==> src/rtl/xfer_gpio_pkg.sv <==
// Package: shared addresses and strobe source codes for the timed-transfer port.
// Assumes an 8-bit register address space; field strides are fixed per nibble.
package xfer_gpio_pkg;
    localparam int ADDR_W = 8;
    localparam logic [ADDR_W-1:0] ADDR_DATA  = 8'h38;
    localparam logic [ADDR_W-1:0] ADDR_CTRL  = 8'h3C;
    localparam logic [ADDR_W-1:0] ADDR_FUNC  = 8'h3D;
    localparam logic [ADDR_W-1:0] ADDR_DRIVE = 8'h3E;
    localparam logic [ADDR_W-1:0] ADDR_DIR   = 8'h3F;

    localparam int N_SRC        = 4;
    localparam int CTRL_STRIDE  = 4;

    typedef enum logic [1:0] {
        SRC_HALF = 2'd0,
        SRC_TA1  = 2'd1,
        SRC_TB1  = 2'd2,
        SRC_TB2  = 2'd3
    } xfer_src_e;
endpackage

==> src/rtl/xfer_gpio_regs.sv <==
// Module: configuration and staging registers of the port.
// Decodes bus writes into direction, drive, function, strobe-select and
// staging registers. Assumes single-cycle writes and synchronous reset.
module xfer_gpio_regs
    import xfer_gpio_pkg::*;
#(
    parameter int WIDTH   = 8,
    parameter int NIB_W   = 4,
    parameter int SEL_W   = 2,
    localparam int NIBBLES = WIDTH / NIB_W
) (
    input  logic                          clk,
    input  logic                          rst_n,
    input  logic [ADDR_W-1:0]             bus_addr,
    input  logic                          bus_wr,
    input  logic [WIDTH-1:0]              bus_wdata,
    output logic [WIDTH-1:0]              dir_q,
    output logic [WIDTH-1:0]              drive_q,
    output logic [WIDTH-1:0]              func_q,
    output logic [WIDTH-1:0]              stage_q,
    output logic [NIBBLES-1:0][SEL_W-1:0] sel_q
);
    logic wr_dir, wr_drive, wr_func, wr_ctrl, wr_data;

    // Address decode of the write strobe.
    always_comb begin
        wr_dir   = bus_wr && (bus_addr == ADDR_DIR);
        wr_drive = bus_wr && (bus_addr == ADDR_DRIVE);
        wr_func  = bus_wr && (bus_addr == ADDR_FUNC);
        wr_ctrl  = bus_wr && (bus_addr == ADDR_CTRL);
        wr_data  = bus_wr && (bus_addr == ADDR_DATA);
    end

    // Per-bit configuration registers and the staging buffer.
    always_ff @(posedge clk) begin
        if (!rst_n) begin
            dir_q   <= '0;
            drive_q <= '0;
            func_q  <= '0;
            stage_q <= '0;
        end else begin
            if (wr_dir)   dir_q   <= bus_wdata;
            if (wr_drive) drive_q <= bus_wdata;
            if (wr_func)  func_q  <= bus_wdata;
            if (wr_data)  stage_q <= bus_wdata;
        end
    end

    genvar n;
    generate
        for (n = 0; n < NIBBLES; n++) begin : g_sel
            // Strobe-select field for nibble n; other control bits are dropped.
            always_ff @(posedge clk) begin
                if (!rst_n) begin
                    sel_q[n] <= SEL_W'(SRC_HALF);
                end else if (wr_ctrl) begin
                    sel_q[n] <= bus_wdata[n*CTRL_STRIDE +: SEL_W];
                end
            end

            AST_CTRL_FIELD_LOAD: assert property (@(posedge clk) disable iff (!rst_n)
                wr_ctrl |=> (sel_q[n] == $past(bus_wdata[n*CTRL_STRIDE +: SEL_W])));
        end
    endgenerate

    AST_DIR_LOAD: assert property (@(posedge clk) disable iff (!rst_n)
        wr_dir |=> (dir_q == $past(bus_wdata)));
endmodule

==> src/rtl/xfer_gpio_strobe.sv <==
// Module: transfer strobe generation.
// Builds a half-rate tick, registers every strobe source, detects its rising
// edge and routes the selected edge to each nibble. Assumes timer pulses are
// synchronous to clk and at least one cycle low between pulses.
module xfer_gpio_strobe
    import xfer_gpio_pkg::*;
#(
    parameter int NIBBLES = 2,
    parameter int SEL_W   = 2
) (
    input  logic                          clk,
    input  logic                          rst_n,
    input  logic                          tmr_a1,
    input  logic                          tmr_b1,
    input  logic                          tmr_b2,
    input  logic [NIBBLES-1:0][SEL_W-1:0] sel_q,
    output logic [NIBBLES-1:0]            xfer
);
    logic             half_ph;
    logic [N_SRC-1:0] src_now;
    logic [N_SRC-1:0] src_q;
    logic [N_SRC-1:0] src_rise;

    // Half-rate phase toggle: rises every second clock.
    always_ff @(posedge clk) begin
        if (!rst_n) half_ph <= 1'b0;
        else        half_ph <= ~half_ph;
    end

    // Collect the sources in the order of their select codes.
    always_comb begin
        src_now[SRC_HALF] = half_ph;
        src_now[SRC_TA1]  = tmr_a1;
        src_now[SRC_TB1]  = tmr_b1;
        src_now[SRC_TB2]  = tmr_b2;
    end

    genvar s, n;
    generate
        for (s = 0; s < N_SRC; s++) begin : g_src
            // Previous-cycle sample of source s.
            always_ff @(posedge clk) begin
                if (!rst_n) src_q[s] <= 1'b0;
                else        src_q[s] <= src_now[s];
            end
            // Rising edge of source s seen at this clock.
            always_comb src_rise[s] = src_now[s] & ~src_q[s];
        end

        for (n = 0; n < NIBBLES; n++) begin : g_nib
            // Route the selected source edge to nibble n.
            always_comb xfer[n] = src_rise[sel_q[n]];

            AST_ONE_XFER_PER_PULSE: assert property (@(posedge clk) disable iff (!rst_n)
                (xfer[n] && $stable(sel_q[n])) |=> !xfer[n]);
        end
    endgenerate
endmodule

==> src/rtl/xfer_gpio_outreg.sv <==
// Module: per-nibble pin output register.
// Copies a nibble of the staging buffer into the output register when that
// nibble's transfer strobe is high; otherwise holds.
module xfer_gpio_outreg #(
    parameter int WIDTH   = 8,
    parameter int NIB_W   = 4,
    localparam int NIBBLES = WIDTH / NIB_W
) (
    input  logic               clk,
    input  logic               rst_n,
    input  logic [WIDTH-1:0]   stage_q,
    input  logic [NIBBLES-1:0] xfer,
    output logic [WIDTH-1:0]   out_q
);
    genvar n;
    generate
        for (n = 0; n < NIBBLES; n++) begin : g_nib
            // Load nibble n from the staging buffer on its strobe.
            always_ff @(posedge clk) begin
                if (!rst_n)       out_q[n*NIB_W +: NIB_W] <= '0;
                else if (xfer[n]) out_q[n*NIB_W +: NIB_W] <= stage_q[n*NIB_W +: NIB_W];
            end

            AST_HOLD_WITHOUT_STROBE: assert property (@(posedge clk) disable iff (!rst_n)
                !xfer[n] |=> $stable(out_q[n*NIB_W +: NIB_W]));
            AST_LOAD_ON_STROBE: assert property (@(posedge clk) disable iff (!rst_n)
                xfer[n] |=> (out_q[n*NIB_W +: NIB_W] == $past(stage_q[n*NIB_W +: NIB_W])));
        end
    endgenerate
endmodule

==> src/rtl/xfer_gpio_pad.sv <==
// Module: per-bit pad drive logic.
// Picks the driven value (serial clock, alternate signal or port data) and
// the output enable (direction, serial-clock force, open-drain release).
module xfer_gpio_pad #(
    parameter int WIDTH     = 8,
    parameter int SCLK_BITS = 2
) (
    input  logic                 clk,
    input  logic                 rst_n,
    input  logic [WIDTH-1:0]     dir_q,
    input  logic [WIDTH-1:0]     drive_q,
    input  logic [WIDTH-1:0]     func_q,
    input  logic [WIDTH-1:0]     out_q,
    input  logic [WIDTH-1:0]     alt_out,
    input  logic [SCLK_BITS-1:0] sclk_out,
    input  logic [SCLK_BITS-1:0] sclk_int_en,
    output logic [WIDTH-1:0]     pin_out,
    output logic [WIDTH-1:0]     pin_oe
);
    logic [WIDTH-1:0] force_out;
    logic [WIDTH-1:0] norm_val;
    logic [WIDTH-1:0] out_en;

    genvar i;
    generate
        for (i = 0; i < WIDTH; i++) begin : g_bit
            if (i < SCLK_BITS) begin : g_sclk
                // Serial clock override for the low bits.
                always_comb begin
                    force_out[i] = sclk_int_en[i];
                    pin_out[i]   = sclk_int_en[i] ? sclk_out[i] : norm_val[i];
                end
            end else begin : g_plain
                // No serial clock on this bit.
                always_comb begin
                    force_out[i] = 1'b0;
                    pin_out[i]   = norm_val[i];
                end
            end

            // Port data or alternate signal.
            always_comb norm_val[i] = func_q[i] ? alt_out[i] : out_q[i];

            // Output enable with open-drain release of a driven 1.
            always_comb begin
                out_en[i] = dir_q[i] | force_out[i];
                pin_oe[i] = out_en[i] & ~(drive_q[i] & pin_out[i]);
            end

            AST_OPEN_DRAIN_RELEASE: assert property (@(posedge clk) disable iff (!rst_n)
                (drive_q[i] && pin_out[i]) |-> !pin_oe[i]);
            AST_INPUT_UNDRIVEN: assert property (@(posedge clk) disable iff (!rst_n)
                (!dir_q[i] && !force_out[i]) |-> !pin_oe[i]);
        end
    endgenerate
endmodule

==> src/rtl/xfer_gpio.sv <==
// Module: timed-transfer parallel I/O port, top level.
// Joins the register file, strobe generator, output register and pad logic,
// and returns live pin levels on reads of the data address.
module xfer_gpio
    import xfer_gpio_pkg::*;
#(
    parameter int WIDTH     = 8,
    parameter int NIB_W     = 4,
    parameter int SEL_W     = 2,
    parameter int SCLK_BITS = 2,
    localparam int NIBBLES  = WIDTH / NIB_W
) (
    input  logic                 clk,
    input  logic                 rst_n,
    input  logic [ADDR_W-1:0]    bus_addr,
    input  logic                 bus_wr,
    input  logic [WIDTH-1:0]     bus_wdata,
    output logic [WIDTH-1:0]     bus_rdata,
    input  logic                 tmr_a1,
    input  logic                 tmr_b1,
    input  logic                 tmr_b2,
    input  logic [WIDTH-1:0]     alt_out,
    input  logic [SCLK_BITS-1:0] sclk_out,
    input  logic [SCLK_BITS-1:0] sclk_int_en,
    input  logic [WIDTH-1:0]     pin_in,
    output logic [WIDTH-1:0]     pin_out,
    output logic [WIDTH-1:0]     pin_oe
);
    logic [WIDTH-1:0]              dir_q, drive_q, func_q, stage_q, out_q;
    logic [NIBBLES-1:0][SEL_W-1:0] sel_q;
    logic [NIBBLES-1:0]            xfer;

    xfer_gpio_regs #(.WIDTH(WIDTH), .NIB_W(NIB_W), .SEL_W(SEL_W)) u_regs (
        .clk(clk), .rst_n(rst_n), .bus_addr(bus_addr), .bus_wr(bus_wr),
        .bus_wdata(bus_wdata), .dir_q(dir_q), .drive_q(drive_q),
        .func_q(func_q), .stage_q(stage_q), .sel_q(sel_q)
    );

    xfer_gpio_strobe #(.NIBBLES(NIBBLES), .SEL_W(SEL_W)) u_strobe (
        .clk(clk), .rst_n(rst_n), .tmr_a1(tmr_a1), .tmr_b1(tmr_b1),
        .tmr_b2(tmr_b2), .sel_q(sel_q), .xfer(xfer)
    );

    xfer_gpio_outreg #(.WIDTH(WIDTH), .NIB_W(NIB_W)) u_outreg (
        .clk(clk), .rst_n(rst_n), .stage_q(stage_q), .xfer(xfer), .out_q(out_q)
    );

    xfer_gpio_pad #(.WIDTH(WIDTH), .SCLK_BITS(SCLK_BITS)) u_pad (
        .clk(clk), .rst_n(rst_n), .dir_q(dir_q), .drive_q(drive_q),
        .func_q(func_q), .out_q(out_q), .alt_out(alt_out),
        .sclk_out(sclk_out), .sclk_int_en(sclk_int_en),
        .pin_out(pin_out), .pin_oe(pin_oe)
    );

    // Read path: live pins at the data address, zero elsewhere.
    always_comb bus_rdata = (bus_addr == ADDR_DATA) ? pin_in : '0;

    AST_READ_LIVE_PINS: assert property (@(posedge clk) disable iff (!rst_n)
        (bus_addr == ADDR_DATA) |-> (bus_rdata == pin_in));
endmodule

==> config.mk <==
export PLATFORM = sky130hd
export DESIGN_NAME = xfer_gpio
export DESIGN_NICKNAME = d
export VERILOG_FILES = /design/src/rtl/xfer_gpio_pkg.sv /design/src/rtl/xfer_gpio_regs.sv /design/src/rtl/xfer_gpio_strobe.sv /design/src/rtl/xfer_gpio_outreg.sv /design/src/rtl/xfer_gpio_pad.sv /design/src/rtl/xfer_gpio.sv
export SDC_FILE = /design/constraint.sdc
export NUM_CORES = 1
export LEC_CHECK = 0
export BUFFER_PORTS_ARGS = -buffer_cell sky130_fd_sc_hd__buf_2
export CAP_MARGIN = 10
export CORE_ASPECT_RATIO = 1.75
export CORE_MARGIN = 5
export CORE_UTILIZATION = 25
export CTS_CLUSTER_DIAMETER = 40
export DETAILED_ROUTE_END_ITERATION = 16
export PLACE_DENSITY_LB_ADDON = 0.15
export SYNTH_ARGS = -nofsm -noshare
export SYNTH_HDL_FRONTEND = slang
export SYNTH_HIERARCHICAL = 1
export SYNTH_SLANG_ARGS = --single-unit
==> constraint.sdc <==
create_clock -name clk -period 2.9 [get_ports clk]
set_input_delay 0.58 -clock clk [delete_from_list [all_inputs] [get_ports clk]]
set_output_delay 0.58 -clock clk [all_outputs]
set_load 0.005 [all_outputs]
# ---- After elaboration in Yosys (flattened, before gate mapping)
# Index checks and enable logic that the tools add are counted.
dict set report word_totals {
  reg_bits 49
  input_bits 42
  wordCells 75
  output_inout_bits 24
}
dict set report op_classes {
  mux 15
  bitwise 35
  n_eq_ne 5
  magnitude_cmp 2
  reduce_logical 5
}
# operator n
set ops {}
lappend ops {{$eq 8x6->1 const B} 5}
lappend ops {{$and 1x1->1} 20}
lappend ops {{$not 1->1} 13}
lappend ops {{$mux 1} 12}
lappend ops {{$mux 8} 1}
lappend ops {{$lt 2x3->1 const B} 2}
lappend ops {{$logic_and 1x1->1} 5}
lappend ops {{$bmux 1 s2} 2}
lappend ops {{$or 1x1->1} 2}

# ---- Depth between registers and ports, before layout
dict set report logic_depth {
  ltp_word 5
  mapped_depth 5
  ltp_nobuf 4
}

# ---- Hierarchy
# Netlist, hierarchy kept.
# module seq_area_each_um2 area_each_um2 n_inst cells_each
set by_module_without_submodules {}
lappend by_module_without_submodules {xfer_gpio_regs 720.7 1403.8 1 134}
lappend by_module_without_submodules {xfer_gpio_outreg 160.2 312.8 1 26}
lappend by_module_without_submodules {xfer_gpio_pad 0.0 217.7 1 24}
lappend by_module_without_submodules {xfer_gpio_strobe 100.1 217.7 1 16}
lappend by_module_without_submodules {xfer_gpio 0.0 157.7 1 20}

# ---- Worst setup path before layout
# No wires, ideal clock.
dict set report synth_path {
  path_type {in2out}
  start {input bus_addr[7]}
  end {output bus_rdata[0]}
  cell_stages 3
  path_slack_ps 907
  required_ps 2320
  path_buffers 1
  arrival_ps 1413
  path_cell_list {or4b_4 buf_6 nor3_2}
}
dict set report synth_between {
  elab_chain_len 2
}
# item line
set synth_rtl {}
lappend synth_rtl {{start: declaration} xfer_gpio.sv:15} ;# input logic [ADDR_W-1:0] bus_addr,
lappend synth_rtl {{$eq 8x6->1} xfer_gpio.sv:56} ;# always_comb bus_rdata = (bus_addr == ADDR_DATA) ? pin_in : '0;
lappend synth_rtl {{$mux 8} xfer_gpio.sv:56}
lappend synth_rtl {{end: declaration} xfer_gpio.sv:18} ;# output logic [WIDTH-1:0] bus_rdata,
# Every way passes these cells.

# ---- Final worst setup path
dict set report layout_path {
  start {input bus_addr[0]}
  end {output bus_rdata[7]}
}
# The elaborated chain is that of the path after synthesis.

==> flow_summary.yaml <==
grt:
  use_met1_pct: 11.3
  grt_pass1_vias: 1740
  grt_antenna_before_repair: 0
  grt.busiest_layer: "met2"
  grt_util_met3_pct: 1.98
  grt_max_degree: 36
  overflow: 0
  met2_usage_pct: 18.6
  grt_util_all_layers_pct: 10.1
  grt_first_pass_wirelength_mm: 8.74
clock_tree:
  cts_setup_buffers: 0
  cts_hold_buf: 0
  htreeDepth: 2
  cts_resized: 0
  cts_tree: "built"
  clkTransAtPathRegs_ps: 70
  clockBufferDepth: 2
  clk_latency_ps: 280
  clock-sinks: 49
  cts_root_buf: "clkbuf_16"
  cts_buffers: 5
synth:
  syn_avg_cell_area_sq_um: 10.5
  yosysSeqAreaShare_pct: 42.5
  synth-main-ff-cell: "dfxtp_1"
  syn_nets: 262
  syn_inst: 220
  synth_warnings: 6
  synth_top_area_share_pct: 42.5
  netlist_area_sq_um: 2310
  synth-edff-count: 0
  async_flop_share_pct: 0
  yosys-top-cells-count: "dfxtp_1, nand2_1, mux2i_1, nor2b_1, inv_1"
  yosysTopAreaCell: "dfxtp_1"
  synth_most_common_cell: "dfxtp_1"
  ys_ff_latch: 49
  ys_types: 27
  synth_area_leaders: "dfxtp_1, mux2i_1, nand2_1"
die:
  die_h_microns: 137
  core_area_sq_um: 9040
  die_x_microns: 82.7
  initial_core_util_pct: 25.6
  rows: 46
  die_area_sq_um: 11300
  io_pins: 66
power:
  powerDensity_nw_per_um2: 500
  p_int_mw: 1.15
  power_mw: 1.46
  seqPwrFrac_pct: 46.6
  p_clk_share_pct: 46.5
  power.leakage_nw: 1.19
  pwr-share-comb_pct: 7.0
  switching_power_mw: 0.304
  sw_frac_of_total_pct: 20.9
  ir_worst_vdd_uv: 254
detailed_routing:
  viasPerCell: 4.17
  drc_errors: 0
  vias: 1693
  final_antenna_net_count: 0
  drt-initial-drc-count: 39
  post_drt_wl_per_cell_microns: 13.7
  dr.pass1.iters: 4
  routed_wl_mm: 5.56
worst_setup_path:
  cp-end-kind: "output port"
  critPathMaxFanout: 8
  worstSetupPathType: "primary input to output port"
  critPathLaunchType: "primary input"
  slowest_delay_ps: 540
  reg2reg_slack_ps: 1520
  reg2regPathDepth: 4
  path_cells: "buf_2, nand4bb_1, nor3_4, buf_2"
  crit_required_ps: 2320
  slowest_stage: "nand4bb_1"
  critPathMostFrequentCell: "buf_2"
  crit_arrival_ps: 1660
placed_design:
  pre_cts_slack_ps: 644
  io_buffers: 65
  routabilityCongestion: 0.680
  dp_hpwl_mm: 4.25
cells_and_area:
  drive_above_1_share_pct: 37.4
  syn2layout_area_growth_pct: 26.4
  nets: 327
  n_antenna_cell: 0
timing:
  finalHoldViolCount: 0
  finalCriticalPeriod_ps: 2240
  skew_ps: 5.11
  finalCritPeriodShare_pct: 77.3
  worst_slew_pin_slew_ps: 627
  rsz0062_at_grt: "no"
  fmax_mhz: 446
  tns_ps: 0
  setup_viol_count_final: 0
  relSlewSlack_pct: 58.0
  slew_violations: 0
  setup_ws_ps: 659
worst_hold_path:
  hold_depth: 1
  min_path_type: "register to register"
status:
  status: "complete, no violations"
job:
  maxCapViolCount: 0
layout by cell type (no fill, tap or decap), types with 3 or more instances in the layout:
cell type and instances:
and2_1 3, nor3_4 3, a21boi_0 6, buf_4 4, clkbuf_16 5, buf_2 65
nand2_1 46, dfxtp_1 49, nor3_2 7, mux2_2 8, inv_1 10, nor2b_1 12
mux2i_1 44
area by class of cell:
cell class	instances	area [sq um]
Fill cell	948	6120
Multi-Input combinational cell	150	1220
Sequential cell	49	981
Timing Repair Buffer	69	355
Tap cell	120	150
Clock buffer	7	143
Inverter	10	37.5
Clock inverter	1	30.0
worst max-delay path: cells and delay by family:
kind                   cells  cell delay, ps
buffers and inverters      2             280
and+or+nand+nor            2             790
stage by stage:
step                      instance area (sq um)  hold WS, ps  cells  utilization, %
after detailed placement                   2750          436    398            30.4
final                                      2920          444    406            32.3
after CTS                                  2920          450    406            32.3
after global placement                     2750          425    398            30.4
after floorplan                            2310          406    220               -
after global routing                       2920          461    406            32.3
per-layer routing:
layer	wire length (microns)	share of wire, %
met5	0	0
met4	85	1.5
met3	361	6.5
met2	2860	51
met1	2250	41
power groups by stage:
stage               clock network [mW]  registers, mW  logic, mW
global route                     0.726          0.680      0.112
CTS                              0.694          0.680      0.104
detailed placement                   0          0.695      0.104
finish                           0.678          0.680      0.102
floorplan                            0          0.695     0.0589
global placement                     0          0.695      0.103
sequential cells by signal (all words and copies together), names as in the netlist:
register,flops
u_regs/dir_q,8
u_regs/drive_q,8
u_regs/func_q,8
u_outreg/out_q,8
u_strobe/half_ph,1
u_strobe/src_q,4
u_regs/sel_q,4
u_regs/stage_q,8
kinds of logic after synthesis:
logic type	synth area share (%)
mux	26.2
buf+inv	4.82
compound gates	2.93
flops	42.5
simple gates	23.6
final timing paths:
| path | startpoint | end |
|---|---|---|
| max reg2reg | u_strobe/half_ph$_SDFF_PN0_ | u_outreg/out_q[6]$_SDFFE_PN0P_ |
| max | bus_addr[0] | bus_rdata[7] |
| min reg2reg | u_strobe/half_ph$_SDFF_PN0_ | u_strobe/half_ph$_SDFF_PN0_ |
| min | u_strobe/half_ph$_SDFF_PN0_ | u_strobe/half_ph$_SDFF_PN0_ |
Power figures use the tool's default switching activity.
